[src/rtl/nmi_pkg.sv]
package nmi_pkg;
  localparam int unsigned PAD_W   = 8;
  localparam int unsigned ADDR_W  = 16;
  localparam logic [15:0] NMI_VEC = 16'h0080;
  localparam logic [7:0]  RET_OPC = 8'hD9;

  // Pad bit order: upper nibble buttons, lower nibble directions.
  localparam int unsigned PB_RIGHT  = 0;
  localparam int unsigned PB_LEFT   = 1;
  localparam int unsigned PB_UP     = 2;
  localparam int unsigned PB_DOWN   = 3;
  localparam int unsigned PB_A      = 4;
  localparam int unsigned PB_B      = 5;
  localparam int unsigned PB_SELECT = 6;
  localparam int unsigned PB_START  = 7;

  typedef enum logic {
    SRC_PIN = 1'b0,
    SRC_PAD = 1'b1
  } nmi_src_e;
endpackage

[src/rtl/nmi_sync.sv]
module nmi_sync #(
  parameter int unsigned WIDTH  = 1,
  parameter int unsigned STAGES = 2,
  parameter logic [WIDTH-1:0] RST_VAL = '0
) (
  input  logic             clk,
  input  logic             rst,
  input  logic [WIDTH-1:0] d,
  output logic [WIDTH-1:0] q
);
  logic [WIDTH-1:0] stage [STAGES];

  always_ff @(posedge clk) begin
    if (rst) stage[0] <= RST_VAL;
    else     stage[0] <= d;
  end

  for (genvar i = 1; i < STAGES; i++) begin : g_stage
    always_ff @(posedge clk) begin
      if (rst) stage[i] <= RST_VAL;
      else     stage[i] <= stage[i-1];
    end
  end

  assign q = stage[STAGES-1];
endmodule

[src/rtl/nmi_pin_edge.sv]
module nmi_pin_edge (
  input  logic clk,
  input  logic rst,
  input  logic pin_n_sync,
  output logic fall
);
  logic prev_q;

  always_ff @(posedge clk) begin
    if (rst) prev_q <= 1'b1;
    else     prev_q <= pin_n_sync;
  end

  assign fall = prev_q & ~pin_n_sync;

  // a held-low pin yields a single pulse
  a_r5_pin_one_pulse: assert property (@(posedge clk) disable iff (rst)
    fall |=> !fall);
endmodule

[src/rtl/nmi_pad_match.sv]
module nmi_pad_match #(
  parameter int unsigned PAD_W = 8
) (
  input  logic             clk,
  input  logic             rst,
  input  logic [PAD_W-1:0] pad_sync,
  input  logic [PAD_W-1:0] mask,
  output logic             hit
);
  logic match, match_q;

  always_comb begin
    match = |mask;
    for (int i = 0; i < PAD_W; i++)
      if (mask[i] && !pad_sync[i]) match = 1'b0;
  end

  always_ff @(posedge clk) begin
    if (rst) match_q <= 1'b0;
    else     match_q <= match;
  end

  assign hit = match & ~match_q;

  // an empty mask never produces a hit
  a_r3_zero_mask_silent: assert property (@(posedge clk) disable iff (rst)
    (mask == '0) |-> !hit);
  // a held combination gives one hit
  a_r5_pad_one_pulse: assert property (@(posedge clk) disable iff (rst)
    hit |=> !hit);
endmodule

[src/rtl/nmi_seq.sv]
module nmi_seq
  import nmi_pkg::*;
#(
  parameter int unsigned OPC_W = 8,
  parameter logic [OPC_W-1:0] RET_BYTE = RET_OPC
) (
  input  logic             clk,
  input  logic             rst,
  input  logic             pin_trig,
  input  logic             pad_trig,
  input  logic             op_fetch,
  input  logic [OPC_W-1:0] op_byte,
  input  logic             reti_exec,
  input  logic             nmi_ack,
  output logic             nmi_req,
  output logic             nmi_active,
  output logic             irq_block,
  output logic             boot_remap
);
  logic     req_q, act_q, pend_q, blk_q, remap_q;
  nmi_src_e pend_src_q;

  logic     req_n, act_n, pend_n;
  nmi_src_e pend_src_n;
  logic     raise;
  nmi_src_e raise_src;
  logic     trig;
  nmi_src_e trig_src;
  logic     remap_set, remap_clr, remap_n;

  assign trig     = pin_trig | pad_trig;
  assign trig_src = pad_trig ? SRC_PAD : SRC_PIN;

  always_comb begin
    req_n      = req_q;
    act_n      = act_q;
    pend_n     = pend_q;
    pend_src_n = pend_src_q;
    raise      = 1'b0;
    raise_src  = SRC_PIN;

    if (nmi_ack && req_q) begin
      req_n = 1'b0;
      act_n = 1'b1;
    end

    if (reti_exec && act_q) begin
      act_n = 1'b0;
      if (pend_q) begin
        req_n     = 1'b1;
        pend_n    = 1'b0;
        raise     = 1'b1;
        raise_src = pend_src_q;
      end
    end

    if (trig) begin
      if (!req_n && !act_n) begin
        req_n     = 1'b1;
        raise     = 1'b1;
        raise_src = trig_src;
      end else if (!pend_n) begin
        pend_n     = 1'b1;
        pend_src_n = trig_src;
      end
    end
  end

  assign remap_set = raise && (raise_src == SRC_PAD);
  assign remap_clr = op_fetch && (op_byte == RET_BYTE);

  always_comb begin
    remap_n = remap_q;
    if (remap_clr) remap_n = 1'b0;
    if (remap_set) remap_n = 1'b1;
  end

  always_ff @(posedge clk) begin
    if (rst) begin
      req_q      <= 1'b0;
      act_q      <= 1'b0;
      pend_q     <= 1'b0;
      pend_src_q <= SRC_PIN;
      blk_q      <= 1'b0;
      remap_q    <= 1'b0;
    end else begin
      req_q      <= req_n;
      act_q      <= act_n;
      pend_q     <= pend_n;
      pend_src_q <= pend_src_n;
      blk_q      <= req_n | act_n;
      remap_q    <= remap_n;
    end
  end

  assign nmi_req    = req_q;
  assign nmi_active = act_q;
  assign irq_block  = blk_q;
  assign boot_remap = remap_q;

  // acknowledge moves the request into the handler state
  a_r8_ack_enters: assert property (@(posedge clk) disable iff (rst)
    (nmi_ack && req_q) |=> (act_q && !req_q));
  // a request and a running handler never coexist
  a_r8_req_excl_active: assert property (@(posedge clk) disable iff (rst)
    !(req_q && act_q));
  // only a return ends the handler
  a_r9_hold_active: assert property (@(posedge clk) disable iff (rst)
    (act_q && !reti_exec) |=> act_q);
  // a buffered request is raised on the return edge
  a_r10_pending_raised: assert property (@(posedge clk) disable iff (rst)
    (act_q && reti_exec && pend_q) |=> req_q);
  // return-byte fetch unmaps unless a pad request rises together
  a_r11_unmap: assert property (@(posedge clk) disable iff (rst)
    (remap_clr && !remap_set) |=> !remap_q);
endmodule

[src/rtl/btn_nmi_ctrl.sv]
module btn_nmi_ctrl
  import nmi_pkg::*;
#(
  parameter int unsigned PAD_BITS    = PAD_W,
  parameter int unsigned SYNC_DEPTH  = 2,
  parameter int unsigned VEC_W       = ADDR_W,
  parameter logic [VEC_W-1:0] VECTOR = NMI_VEC
) (
  input  logic                clk,
  input  logic                rst,
  input  logic                reg_we,
  input  logic [PAD_BITS-1:0] reg_wdata,
  output logic [PAD_BITS-1:0] reg_rdata,
  input  logic [PAD_BITS-1:0] pad_pressed,
  input  logic                nmi_pin_n,
  input  logic                op_fetch,
  input  logic [7:0]          op_byte,
  input  logic                reti_exec,
  input  logic                nmi_ack,
  output logic                nmi_req,
  output logic [VEC_W-1:0]    nmi_vector,
  output logic                nmi_active,
  output logic                user_irq_block,
  output logic                boot_remap
);
  logic [PAD_BITS-1:0] mask_q, rdata_q, pad_s;
  logic                pin_s, pin_fall, pad_hit;

  always_ff @(posedge clk) begin
    if (rst) begin
      mask_q  <= '0;
      rdata_q <= '0;
    end else begin
      if (reg_we) mask_q <= reg_wdata;
      rdata_q <= mask_q;
    end
  end

  assign reg_rdata  = rdata_q;
  assign nmi_vector = VECTOR;

  nmi_sync #(.WIDTH(PAD_BITS), .STAGES(SYNC_DEPTH), .RST_VAL('0)) u_pad_sync (
    .clk(clk), .rst(rst), .d(pad_pressed), .q(pad_s));

  nmi_sync #(.WIDTH(1), .STAGES(SYNC_DEPTH), .RST_VAL(1'b1)) u_pin_sync (
    .clk(clk), .rst(rst), .d(nmi_pin_n), .q(pin_s));

  nmi_pin_edge u_pin_edge (
    .clk(clk), .rst(rst), .pin_n_sync(pin_s), .fall(pin_fall));

  nmi_pad_match #(.PAD_W(PAD_BITS)) u_pad_match (
    .clk(clk), .rst(rst), .pad_sync(pad_s), .mask(mask_q), .hit(pad_hit));

  nmi_seq u_seq (
    .clk(clk), .rst(rst),
    .pin_trig(pin_fall), .pad_trig(pad_hit),
    .op_fetch(op_fetch), .op_byte(op_byte),
    .reti_exec(reti_exec), .nmi_ack(nmi_ack),
    .nmi_req(nmi_req), .nmi_active(nmi_active),
    .irq_block(user_irq_block), .boot_remap(boot_remap));

  // the register read port follows the written mask
  a_r2_readback: assert property (@(posedge clk) disable iff (rst)
    $past(reg_we) |=> (reg_rdata == $past(reg_wdata, 2)));
  // the vector never moves
  a_r1_vector_fixed: assert property (@(posedge clk) disable iff (rst)
    nmi_vector == 16'h0080);
endmodule

[config.mk]
export PLATFORM = sky130hd
export DESIGN_NAME = btn_nmi_ctrl
export DESIGN_NICKNAME = d
export VERILOG_FILES = /design/src/rtl/nmi_pkg.sv /design/src/rtl/nmi_sync.sv /design/src/rtl/nmi_pin_edge.sv /design/src/rtl/nmi_pad_match.sv /design/src/rtl/nmi_seq.sv /design/src/rtl/btn_nmi_ctrl.sv
export SDC_FILE = /design/constraint.sdc
export NUM_CORES = 1
export LEC_CHECK = 0
export BUFFER_PORTS_ARGS = -buffer_cell sky130_fd_sc_hd__buf_2
export CAP_MARGIN = 10
export CORE_MARGIN = 2
export CORE_UTILIZATION = 30
export DETAILED_ROUTE_END_ITERATION = 8
export SLEW_MARGIN = 20
export SYNTH_ARGS = -nofsm -noshare
export SYNTH_HDL_FRONTEND = slang
export SYNTH_HIERARCHICAL = 1
export SYNTH_SLANG_ARGS = --single-unit
[constraint.sdc]
create_clock -name clk -period 2.1 [get_ports clk]
set_input_delay 0.315 -clock clk [delete_from_list [all_inputs] [get_ports clk]]
set_output_delay 0.315 -clock clk [all_outputs]
set_load 0.01 [all_outputs]
==> flow_metrics.tcl <==
set metrics [dict create \
    seq_area_um2 841 \
    max_freq_mhz 578 \
    endpoint_kind "flip-flop" \
    yosysUniqueCellTypes 35 \
    path_class "reg2reg" \
    initialDrtViolationCount 92 \
    ys_seq_area_frac 0.493 \
    crit_fanout 4 \
    reg2reg_depth 7 \
    p_clk_frac 0.361 \
    yosys.area.top_type "dfxtp_1" \
    antenna_found_initial 0 \
    fillers 538 \
    rsz0062_at_grt "false" \
    antennaDiodeCount 0 \
    numCtsBuffers 5 \
    hold_path_class "in2reg" \
    ys_warn_count 6 \
    vias 1098 \
    cp.arrival_ns 1.90 \
    start_util 0.310 \
    ctsResizeCount 0 \
    tns_ns 0 \
    fin_nets 234 \
    fin_area_um2 2020 \
    ys_top_cells_by_area "dfxtp_1, buf_4, mux2i_1" \
    die_w_um 79.4 \
    synthesis.area_um2 1710 \
    hold_viol 0 \
    hold_buffers 0 \
    root_buffer "clkbuf_8" \
    highest_layer "met4" \
    route.met3.wl_um 241 \
    grt_usage 0.0963 \
    die_h_um 79.4 \
    synth_area_per_cell_um2 10.7 \
    setup_violations 0 \
    vias_per_cell 3.98 \
    min_from "nmi_pin_n" \
    avgRoutedWirePerCell_um 9.70 \
    combPwrFrac 0.121 \
    period_minus_slack_ns 1.73 \
    port_buffers 42 \
    gp_congestion 0.823 \
    die_area_um2 6300 \
    cp-start-kind "flip-flop" \
    path_cells "or4_1 -> nor2_1 -> nor4_2 -> nor2_1 -> o21ai_0 -> o21ai_0 -> a21oi_1" \
    ys.flop_type "dfxtp_1" \
    whs_path_depth 2 \
    fin_skew_ns 0.00378 \
    grt_pass1_vias 977 \
    crit_start "mask_q[7]" \
    placed_cell_area_um2 1900 \
    grt_pass1_wl_um 4590 \
    synth_top_area_share 0.493 \
    status "finished, final reports clean" \
    cap_violations 0 \
    crit_slowest_cell "or4_1" \
    synth_edf_count 0 \
    dr.pass1.iters 4 \
    drcViolationCount 0 \
    r2r_setup_slack_ns 0.37 \
    hpwl_um 2000 \
    routed-wl-met2_um 1090 \
    area_delta_synth_final_pct 18.3 \
    seqPwrFrac 0.518 \
    swShare 0.229 \
    wirelength_met1_um 1330 \
    min_to "u_pin_sync/stage[0]" \
    ys_ff_latch 42 \
    p_sw_mw 0.384 \
    numClockSinks 42 \
    cpPeakStageDelay_ns 0.52 \
    async_flop_share 0 \
    r2r-start "mask_q[7]" \
    crit_required_ns 2.27 \
    power_density_nw_per_um2 832 \
    cts_htree_levels 2 \
    vdd_drop_max_uv 373 \
    post-route-period-util 0.824 \
    cp_top_family "simple AND/OR/NAND/NOR gates" \
    multi_input_area_um2 734 \
    syn_inst 159 \
    rows 27 \
    drive_above_1_share 0.412 \
    core_um2 5510 \
    drtAntennaViolNets 0 \
    overflow 0 \
    r2r_end "u_seq/pend_q" \
    intPower_mw 1.30 \
    p_leak_nw 0.904 \
    clk_pin_slew_ns 0.07 \
    clockBufferDepth 2 \
    clock_latency_ns 0.28 \
    io_pins 59 \
    slew_violations 0 \
    post_cts_buffers 0 \
    grt_max_degree 25 \
    cp_num_buf_inv 0 \
    cts_tree "yes" \
    routed_wl_um 2680 \
]
## layout by cell type, fill, tap and decap left out, drive strengths merged
master	n
nand2b	3
mux2i	8
buf	44
or2	3
and4b	1
nor4	2
o21ai	5
inv	5
nand3	1
o41ai	1
a311oi	1
clkinv	2
and2b	7
o211ai	1
clkbuf	5
dfxtp	42
conb	16
and4	1
o2111ai	2
bufinv	1
mux2	1
a21oi	3
nand2	2
or4	2
or2b	5
nor2	13
o311ai	1
nor2b	20
a31oi	3
nor3b	3
## layer usage
metal,track usage,vias up
met3,0.0441,2
li1,-,580
met2,0.131,50
met5,0,-
met4,0.0379,0
met1,0.131,466
## power groups by stage
stage | logic (mW) | registers, mW | clock network (mW)
CTS | 0.203 | 0.870 | 0.640
detailed placement | 0.202 | 0.888 | 0
global route | 0.230 | 0.876 | 0.668
global placement | 0.201 | 0.888 | 0
finish | 0.204 | 0.869 | 0.606
floorplan | 0.160 | 0.887 | 0
## worst reg2reg max path, cell delays in order, from the launching register on
cell and delay, ns:
dfxtp_1 0.34, or4_1 0.52, nor2_1 0.19, nor4_2 0.08, nor2_1 0.21, o21ai_0 0.12, o21ai_0 0.09, a21oi_1 0.08
## through the flow
step | instances | util | power [mW] | hold WS (ns) | setup WS [ns]
6_report | 276 | 0.367 | 1.68 | 0.206 | 0.370
2_1_floorplan | 173 | - | 1.05 | 0.385 | 0.517
3_3_place_gp | 268 | 0.346 | 1.09 | 0.392 | 0.359
4_1_cts | 276 | 0.365 | 1.71 | 0.187 | 0.286
5_1_grt | 276 | 0.367 | 1.77 | 0.193 | 0.182
3_5_place_dp | 268 | 0.346 | 1.09 | 0.393 | 0.311
## area by class of cell
class                   count  area share
clock inverters             3      0.0198
well taps                  72      0.0446
clock buffers               5      0.0341
multi-input cells         105       0.364
flip-flops and latches     42       0.417
inverters                   5     0.00930
repair buffers             44       0.112
## worst max path at each step
stage | end | slack, ns | depth (start not counted)
after floorplan | u_seq/boot_remap | 0.52 | 7
final | u_seq/pend_q | 0.37 | 7
after detailed placement | u_seq/pend_q | 0.31 | 7
after global routing | u_seq/pend_q | 0.18 | 7
after CTS | u_seq/pend_q | 0.29 | 7
after global placement | u_seq/boot_remap | 0.36 | 7
## cells in the mapped netlist, types with 2 or more instances
| cell | instances |
|---|---|
| o2111ai_1 | 2 |
| nor4_1 | 2 |
| inv_1 | 5 |
| conb_1 | 2 |
| or2_1 | 3 |
| a31oi_1 | 3 |
| buf_4 | 16 |
| a21oi_1 | 3 |
| nand2_1 | 2 |
| o21ai_1 | 2 |
| buf_6 | 4 |
| nor3b_1 | 3 |
| nor2_2 | 8 |
| nor2b_2 | 9 |
| or2b_2 | 2 |
| mux2i_1 | 8 |
| nor2_1 | 5 |
| or2b_1 | 3 |
| dfxtp_1 | 42 |
| nor2b_1 | 10 |
| and2b_2 | 7 |
| o21ai_0 | 3 |
| nand2b_1 | 3 |
## logic make-up (layout without fill, tap and decap cells)
group / count (synthesis) / count (layout) / share of synthesized area
AOI/OAI and AO/OA: 17 / 17 / 0.0734
DFF: 42 / 42 / 0.493
muxes: 9 / 9 / 0.0558
buffers and inverters: 26 / 57 / 0.111
and+or+nand+nor: 63 / 63 / 0.263
other: 2 / 16 / 0.00440
## registers in the layout, indices dropped and copies added (netlist names)
register,count
u_seq/irq_block,1
u_seq/pend_src_q,1
u_seq/nmi_active,1
mask_q,8
u_pin_edge/prev_q,1
u_pin_sync/stage,2
u_pad_match/match_q,1
u_seq/nmi_req,1
u_pad_sync/stage,16
u_seq/boot_remap,1
reg_rdata,8
u_seq/pend_q,1
Note: power is estimated with default switching activity, not from simulation.
